## config.mk

```make
export PLATFORM = sky130hd
export DESIGN_NAME = hostbus_regif
export DESIGN_NICKNAME = d
export VERILOG_FILES = /design/src/rtl/hb_pkg.sv /design/src/rtl/hb_sync.sv /design/src/rtl/hb_decode.sv /design/src/rtl/hb_regfile.sv /design/src/rtl/hostbus_regif.sv
export SDC_FILE = /design/constraint.sdc
export NUM_CORES = 1
export LEC_CHECK = 0
export BUFFER_PORTS_ARGS = -buffer_cell sky130_fd_sc_hd__buf_4
export CAP_MARGIN = 20
export CORE_ASPECT_RATIO = 1.1
export CORE_MARGIN = 2
export CORE_UTILIZATION = 25
export DETAILED_ROUTE_END_ITERATION = 8
export PLACE_DENSITY_LB_ADDON = 0.1
export SLEW_MARGIN = 5
export SYNTH_ARGS = -nofsm -noshare
export SYNTH_HDL_FRONTEND = slang
export SYNTH_SLANG_ARGS = --single-unit
export TNS_END_PERCENT = 50
```

## constraint.sdc

```tcl
create_clock -name clk -period 3.4 [get_ports clk]
set_input_delay 0.34 -clock clk [delete_from_list [all_inputs] [get_ports clk]]
set_output_delay 0.34 -clock clk [all_outputs]
set_load 0.005 [all_outputs]
```

## src/rtl/hb_pkg.sv

```systemverilog
package hb_pkg;

  localparam int unsigned LANE_W = 8;

  // Reorders and masks a stored word into what the host sees.
  function automatic logic [15:0] hb_present(input logic [15:0] word,
                                             input logic [1:0]  lanes,
                                             input logic        odd,
                                             input logic        wide);
    logic [15:0] res;
    if (wide) begin
      res[7:0]  = lanes[0] ? word[7:0]  : 8'h00;
      res[15:8] = lanes[1] ? word[15:8] : 8'h00;
    end else begin
      res = {8'h00, (odd ? word[15:8] : word[7:0])};
    end
    return res;
  endfunction

endpackage

```

## src/rtl/hb_sync.sv

```systemverilog
module hb_sync #(
  parameter int unsigned W = 8,
  parameter logic [W-1:0] RST_VAL = '0
) (
  input  logic         clk,
  input  logic         rst,
  input  logic [W-1:0] d,
  output logic [W-1:0] q
);
  logic [W-1:0] stage1;

  always_ff @(posedge clk) begin
    if (rst) begin
      stage1 <= RST_VAL;
      q      <= RST_VAL;
    end else begin
      stage1 <= d;
      q      <= stage1;
    end
  end
endmodule

```

## src/rtl/hb_decode.sv

```systemverilog
module hb_decode #(
  parameter int unsigned ADDR_W = 8,
  parameter int unsigned DW     = 16,
  localparam int unsigned IDX_W = ADDR_W - 1,
  localparam int unsigned LANES = DW / 8
) (
  input  logic              clk,
  input  logic              rst,
  input  logic              ds_mode,
  input  logic              wide,
  input  logic              s_cs,
  input  logic              s_stb,
  input  logic              s_wrpin,
  input  logic              s_ale,
  input  logic              s_bhe,
  input  logic [ADDR_W-1:0] s_addr,
  input  logic [DW-1:0]     s_data,
  output logic              rd_req,
  output logic [IDX_W-1:0]  rd_idx,
  output logic [LANES-1:0]  rd_lanes,
  output logic              rd_odd,
  output logic              wr_commit,
  output logic [IDX_W-1:0]  wr_idx,
  output logic [LANES-1:0]  wr_be,
  output logic [DW-1:0]     wr_data
);
  logic [ADDR_W-1:0] addr_hold;
  logic [ADDR_W-1:0] eff_addr;
  logic              wr_req;
  logic              wr_seen;
  logic [LANES-1:0]  lanes_now;
  logic [DW-1:0]     data_now;

  // address latch: transparent while ale is high, holds after it falls
  always_ff @(posedge clk) begin
    if (rst) addr_hold <= '0;
    else if (s_ale) addr_hold <= s_addr;
  end

  assign eff_addr = s_ale ? s_addr : addr_hold;

  // strobe decode for both protocols; wrpin is the raw write/rw level
  always_comb begin
    if (ds_mode) begin
      rd_req = s_cs & s_stb & s_wrpin;
      wr_req = s_cs & s_stb & ~s_wrpin;
    end else begin
      rd_req = s_cs & s_stb & s_wrpin;
      wr_req = s_cs & ~s_wrpin;
    end
  end

  assign lanes_now[0] = ~eff_addr[0];
  assign lanes_now[1] = wide ? s_bhe : eff_addr[0];
  assign data_now     = wide ? s_data : {s_data[7:0], s_data[7:0]};

  assign rd_idx   = eff_addr[ADDR_W-1:1];
  assign rd_lanes = lanes_now;
  assign rd_odd   = eff_addr[0];

  // capture while the write strobe is active, commit on its release
  always_ff @(posedge clk) begin
    if (rst) begin
      wr_seen <= 1'b0;
      wr_idx  <= '0;
      wr_be   <= '0;
      wr_data <= '0;
    end else begin
      wr_seen <= wr_req;
      if (wr_req) begin
        wr_idx  <= eff_addr[ADDR_W-1:1];
        wr_be   <= lanes_now;
        wr_data <= data_now;
      end
    end
  end

  assign wr_commit = wr_seen & ~wr_req;
endmodule

```

## src/rtl/hb_regfile.sv

```systemverilog
module hb_regfile #(
  parameter int unsigned IDX_W     = 7,
  parameter int unsigned DW        = 16,
  parameter int unsigned NUM_WORDS = 16,
  localparam int unsigned LANES = DW / 8,
  localparam int unsigned AW    = $clog2(NUM_WORDS)
) (
  input  logic             clk,
  input  logic             rst,
  input  logic             we,
  input  logic [IDX_W-1:0] wr_idx,
  input  logic [LANES-1:0] wr_be,
  input  logic [DW-1:0]    wr_data,
  input  logic [IDX_W-1:0] rd_idx,
  output logic [DW-1:0]    rd_data
);
  localparam logic [IDX_W-1:0] LIMIT = IDX_W'(NUM_WORDS);

  logic          wr_hit;
  logic          rd_hit_q;
  logic [DW-1:0] rd_q;

  assign wr_hit = wr_idx < LIMIT;

  for (genvar g = 0; g < LANES; g++) begin : g_lane
    logic [7:0] mem [NUM_WORDS];
    always_ff @(posedge clk) begin
      if (we && wr_be[g] && wr_hit) mem[wr_idx[AW-1:0]] <= wr_data[g*8 +: 8];
      rd_q[g*8 +: 8] <= mem[rd_idx[AW-1:0]];
    end
  end

  always_ff @(posedge clk) begin
    if (rst) rd_hit_q <= 1'b0;
    else     rd_hit_q <= rd_idx < LIMIT;
  end

  assign rd_data = rd_hit_q ? rd_q : '0;
endmodule

```

## src/rtl/hostbus_regif.sv

```systemverilog
module hostbus_regif #(
  parameter int unsigned ADDR_W    = 8,
  parameter int unsigned DW        = 16,
  parameter int unsigned NUM_WORDS = 16
) (
  input  logic              clk,
  input  logic              rst,
  input  logic              mode_ds_i,
  input  logic              wide_i,
  input  logic              cs_n_i,
  input  logic              ale_i,
  input  logic              rd_n_i,
  input  logic              wr_n_i,
  input  logic              bhe_n_i,
  input  logic [ADDR_W-1:0] addr_i,
  input  logic [DW-1:0]     data_i,
  output logic [DW-1:0]     data_o,
  output logic              data_oe_o
);
  import hb_pkg::*;

  localparam int unsigned IDX_W = ADDR_W - 1;
  localparam int unsigned LANES = DW / 8;
  localparam int unsigned SW    = 5 + ADDR_W + DW;
  localparam logic [SW-1:0] SYNC_RST = {3'b001, {(2 + ADDR_W + DW){1'b0}}};

  logic              ds_q, wide_q;
  logic [SW-1:0]     raw_in, sync_out;
  logic              s_cs, s_stb, s_wrpin, s_ale, s_bhe;
  logic [ADDR_W-1:0] s_addr;
  logic [DW-1:0]     s_data;
  logic              rd_req, rd_odd, wr_commit;
  logic [IDX_W-1:0]  rd_idx, wr_idx;
  logic [LANES-1:0]  rd_lanes, wr_be;
  logic [DW-1:0]     wr_data, rd_data;
  logic              rd_d1, odd_d1;
  logic [LANES-1:0]  lanes_d1;

  // static configuration, captured only while in reset
  always_ff @(posedge clk) begin
    if (rst) begin
      ds_q   <= mode_ds_i;
      wide_q <= wide_i;
    end
  end

  assign raw_in = {~cs_n_i, ~rd_n_i, wr_n_i, ale_i, ~bhe_n_i, addr_i, data_i};

  hb_sync #(.W(SW), .RST_VAL(SYNC_RST)) u_sync (
    .clk (clk),
    .rst (rst),
    .d   (raw_in),
    .q   (sync_out)
  );

  assign {s_cs, s_stb, s_wrpin, s_ale, s_bhe, s_addr, s_data} = sync_out;

  hb_decode #(.ADDR_W(ADDR_W), .DW(DW)) u_dec (
    .clk       (clk),
    .rst       (rst),
    .ds_mode   (ds_q),
    .wide      (wide_q),
    .s_cs      (s_cs),
    .s_stb     (s_stb),
    .s_wrpin   (s_wrpin),
    .s_ale     (s_ale),
    .s_bhe     (s_bhe),
    .s_addr    (s_addr),
    .s_data    (s_data),
    .rd_req    (rd_req),
    .rd_idx    (rd_idx),
    .rd_lanes  (rd_lanes),
    .rd_odd    (rd_odd),
    .wr_commit (wr_commit),
    .wr_idx    (wr_idx),
    .wr_be     (wr_be),
    .wr_data   (wr_data)
  );

  hb_regfile #(.IDX_W(IDX_W), .DW(DW), .NUM_WORDS(NUM_WORDS)) u_rf (
    .clk     (clk),
    .rst     (rst),
    .we      (wr_commit),
    .wr_idx  (wr_idx),
    .wr_be   (wr_be),
    .wr_data (wr_data),
    .rd_idx  (rd_idx),
    .rd_data (rd_data)
  );

  // read data stage, aligned with the register-file read latency
  always_ff @(posedge clk) begin
    if (rst) begin
      rd_d1     <= 1'b0;
      odd_d1    <= 1'b0;
      lanes_d1  <= '0;
      data_o    <= '0;
      data_oe_o <= 1'b0;
    end else begin
      rd_d1     <= rd_req;
      odd_d1    <= rd_odd;
      lanes_d1  <= rd_lanes;
      data_oe_o <= rd_d1;
      data_o    <= rd_d1 ? hb_present(rd_data, lanes_d1, odd_d1, wide_q) : '0;
    end
  end
endmodule

```

# Word-level counts from Yosys, hierarchy flattened
# Memories as Yosys holds them, arrays and structs flattened. A register that Yosys moved wholly into a read port is not among the register bits.
# Cells that the tools add are included.
# W data, S select, Z words.
# word_totals
register_bits,116
mem_bits_rw,256
inputBits,33
out_inout_bits,17
elab_cells,52
n_memories,2
# op_classes
n_lt_le_gt_ge,2
mux,12
bitwise,14
n_reduce_logical,6
# mem_list
name,words,width,read_ports,rd_ports_with_merged_regs,write_ports,line_no,source
u_rf.g_lane[0].mem,16,8,1,1,1,hb_regfile.sv:26,logic [7:0] mem [NUM_WORDS];
u_rf.g_lane[1].mem,16,8,1,1,1,hb_regfile.sv:26,
# ops
op,n
$mux W16,2
$mux W8,4
$lt A7 B5 Y1 const B,2
$not A1 Y1,9
$mux W1,6
$and A1 B1 Y1,5
$logic_and A1 B1 Y1,4
$reduce_or A4 Y1,1
$reduce_or A2 Y1,1

# Depth between registers and ports, before layout
# logic_depth
depth_word,9
depth_mapped,7
depth_no_buf,4

# Hierarchy
# From an unflattened synthesis, not the netlist that was laid out.
# unflattened
hier_cells,835
hier_area_um2,14172.3
# by_module_without_submodules
mod,instances,cells_each,area_each_um2,seq_area_each_um2
hb_regfile,1,481,10328.7,8027.7
hb_sync,1,122,1566.5,1161.1
hb_decode,1,153,1435.1,680.7
hostbus_regif,1,79,842.1,480.5

# Least setup slack after synthesis
# No wires, ideal clock.
# synth_timing
path_kind,register -> register
from,register u_dec.wr_idx[4]
to,memory u_rf.g_lane[0].mem[12][0] (enable)
setup_time_ns,0.370
arrival_time_ns,1.788
t_required_ns,3.030
setup_slack_ns,1.242
stages_incl_launch_ff,5
path_buffers,0
synth_period_minus_slack_ns,2.158
path_cell_list,dfxtp_1 -> or4b_1 -> a211oi_1 -> nand3_1 -> nor2_1
# synth_between
elab_chain_cells,4
# synth_rtl
item,line_no,source
start: declaration,hb_decode.sv:23,"output logic [IDX_W-1:0] wr_idx,"
start signal: assignment,hb_decode.sv:71,wr_idx <= eff_addr[ADDR_W-1:1];
$lt A7 B5 Y1,hb_regfile.sv:23,assign wr_hit = wr_idx < LIMIT;
$logic_and A1 B1 Y1,hb_regfile.sv:28,if (we && wr_be[g] && wr_hit) mem[wr_idx[AW-1:0]] <= wr_data[g*8 +: 8];
$mux W1,hb_regfile.sv:28,
$mux W1 (implied by the code),hb_regfile.sv:28,
end: declaration,hb_regfile.sv:26,
# Every way passes these cells.

# Worst setup path in the final report
# layout_timing
from,register u_sync.q[25]
to,"register u_rf.rd_q[15], read port of u_rf.g_lane[1].mem"
# layout_between
elab_chain_cells,1
# layout_rtl
item,line_no,source
start: declaration,hb_sync.sv:8,output logic [W-1:0] q
start signal: assignment,hb_sync.sv:18,q <= stage1;
$mux W8,hb_decode.sv:40,assign eff_addr = s_ale ? s_addr : addr_hold;
end: declaration,hb_regfile.sv:21,logic [DW-1:0] rd_q;
# Every way passes these cells.
# A chain may end at the register's enable or synchronous reset.

==> results.py <==
metrics = {
    "outcome": {
        "outcome": "finished clean",
    },
    "sta": {
        "relSlewSlack_pct": 31.5,
        "worst_pin_slew_ps": 1030,
        "final_hold_viol_count": 0,
        "hold-worst-slack_ps": 15.6,
        "period_share_pct": 74.2,
        "fin_worst_skew_ps": 17.4,
        "fmax_ghz": 0.396,
        "finalCriticalPeriod_ps": 2520,
        "finalSetupTns_ps": 0,
        "rsz0062_at_grt": "no",
        "report.final.slew_viol_count": 0,
        "finalSetupViolCount": 0,
    },
    "worst_setup_path": {
        "cp-start-kind": "register",
        "cp.buffers_inverters": 1,
        "cp.required_ps": 3840,
        "critPathArrivalTime_ps": 2960,
        "slowest_delay_ps": 580,
        "critPathCaptureType": "register",
        "cp_top_family": "multiplexers",
        "critPathKind": "reg -> reg",
        "path_max_fanout": 38,
        "crit_chain": "mux2i_4 > buf_12 > mux2i_1 > o22ai_1 > or4_1",
        "cpMaxStageDelayCell": "mux2i_4",
    },
    "logic_synthesis": {
        "ys_ff_latch": 387,
        "avgSynthCellArea_um2": 15.5,
        "synth_area_um2": 14000,
        "synth_fp_nets": 936,
        "yosys.area.top_type_share_pct": 55.5,
        "netlist_top_cells_area": "edfxtp_1 (56%), dfxtp_1 (19%), mux2i_1 (10%), o22ai_1 (2.9%), nor2b_1 (2.6%)",
        "synth.largest_area_cell": "edfxtp_1",
        "yosysWarnings": 0,
        "netlist_instances": 903,
        "synthDistinctLibCells": 36,
        "synth-seq-area-share_pct": 74.0,
    },
    "global_route": {
        "grt_pass1_vias": 7699,
        "antenna_found_initial": 0,
        "grt_start_max_net_pins": 99,
        "gr-total-overflow": 0,
        "grt.total_usage_pct": 12.9,
        "grt_pass1_wl_mm": 54.0,
    },
    "layout": {
        "stdcell_count": 1795,
        "nNetsFinal": 1058,
        "area_delta_synth_final_pct": 22.7,
        "final_common_cell": "edfxtp_1",
        "n_antenna_cell": 0,
        "final_layout_size_suffix_gt1_share_pct": 16.5,
        "final_cell_mix": "edfxtp_1 (258), mux2i_1 (144), dfxtp_1 (129)",
    },
    "pwr": {
        "power_density_nw_per_um2": 585,
        "ir_drop_v": 0.000272,
        "p_leak_nw": 6.66,
    },
    "floorplanning": {
        "start_util_pct": 25.3,
        "ios": 50,
        "chipHeight_um": 252,
        "die_area_um2": 57700,
        "die_w_um": 229,
        "core_um2": 55100,
        "std_cell_rows": 90,
    },
    "clocking": {
        "cts_tree": "built",
        "htree_levels": 2,
        "holdBufCountCts": 30,
        "clock_latency_ps": 570,
        "clk_pin_slew_ps": 60,
        "cts_resized": 0,
        "root_buffer": "clkbuf_16",
        "cts_buffers": 43,
        "cts.sinks": 387,
        "cts_setup_buffers": 0,
        "cts.path.max_buffers": 3,
    },
    "routing": {
        "wl_mm": 37.0,
        "drc": 0,
        "via_per_inst": 4.16,
        "wl_per_cell_um": 20.6,
        "ant_nets": 0,
        "vias": 7475,
        "first_iter_violations": 395,
        "drtPass1Iterations": 5,
    },
    "placed_design": {
        "place_congestion": 0.707,
        "dp_hpwl_mm": 24.2,
        "dpl.cell_count": 1686,
        "io_buffers": 49,
    },
    "job": {
        "max_cap_violations": 0,
    },
    "min_path": {
        "hold_class": "in -> reg",
    },
}
metrics by stage:
step	util, %	area (um^2)	setup WS [ps]	total power, mW
final	31.1	17100	878	10.0
after global routing	31.1	17100	764	10.4
after CTS	31.1	17100	832	10.2
after detailed placement	27.9	15400	834	5.36
after global placement	27.9	15400	837	5.36
after floorplan	-	14000	1240	5.27
sequential cells by signal, summed over array words and instances, names as in the netlist:
signal,flops
u_rf.g_lane.mem,256
u_sync.q,29
u_sync.stage1,29
data_o,16
u_dec.wr_data,16
u_rf.rd_q,16
u_dec.addr_hold,8
u_dec.wr_idx,7
lanes_d1,2
u_dec.wr_be,2
data_oe_o,1
ds_q,1
rd_d1,1
u_dec.wr_seen,1
u_rf.rd_hit_q,1
wide_q,1
final timing paths:
check,slack (ps),start,depth (start not counted),end
worst max-delay path,880,u_sync.q[25],5,u_rf.rd_q[15]
worst min-delay path,20,addr_i[4],2,u_sync.stage1[20]
worst max register to register,880,u_sync.q[25],5,u_rf.rd_q[15]
worst min register to register,400,u_sync.stage1[26],1,u_sync.q[26]
cells by family (layout without fill, tap and decap cells):
kind of cell | count (synthesis) | count (layout) | synth area share, %
flip-flops | 387 | 387 | 74.0
buffers and inverters | 50 | 206 | 1.95
AO/OA/AOI/OAI | 107 | 107 | 5.52
multiplexers | 148 | 148 | 10.7
AND/OR/NAND/NOR | 211 | 211 | 7.77
power breakdown:
group | internal, mW | switching, mW
Clock | 2.83 | 1.91
Sequential | 5.01 | 0.0428
Combinational | 0.117 | 0.107
Total | 7.96 | 2.06
per-layer routing:
metal / vias to the layer above / wire (um) / track usage [%]
met5: - / 0 / 0
met4: 0 / 676 / 3.43
met3: 50 / 1240 / 2.41
met2: 138 / 17200 / 20.8
met1: 3665 / 17900 / 17.8
li1: 3622 / - / -
layout make-up:
| type | count | area [um^2] |
|---|---|---|
| multi-input cells | 466 | 3370 |
| inverters | 3 | 11.3 |
| clock buffers | 53 | 1170 |
| repair buffers | 124 | 1060 |
| clock inverters | 26 | 274 |
| well taps | 736 | 921 |
| flip-flops and latches | 387 | 10300 |
| fillers | 5428 | 37900 |
synth_stat cells:
cell and count:
nand2b_1 4, and3_1 1, mux2_1 1, buf_1 3
a21oi_1 10, edfxtp_1 258, buf_6 5, nor2_1 79
nor3b_1 3, buf_8 1, a32oi_1 8, and4b_1 1
inv_2 1, and3b_1 3, nor2b_1 58, buf_2 13
nand3_1 5, buf_4 5, inv_1 2, mux2i_1 145
o21ai_4 7, and2_1 1, nand2_1 32, o21ai_2 1
or2_2 1, mux2_4 1, a211oi_1 17, mux2i_4 1
o22ai_1 64, dfxtp_1 129, or2_1 2, clkbuf_1 20
or4_1 16, nor3_1 2, nor3b_2 2, or4b_1 1
worst register-to-register path, stage by stage, from the launching register on:
cell	delay (ps)
dfxtp_1	400
mux2i_4	580
buf_12	360
mux2i_1	380
o22ai_1	130
or4_1	550
Note: power is estimated with default switching activity, not from simulation.
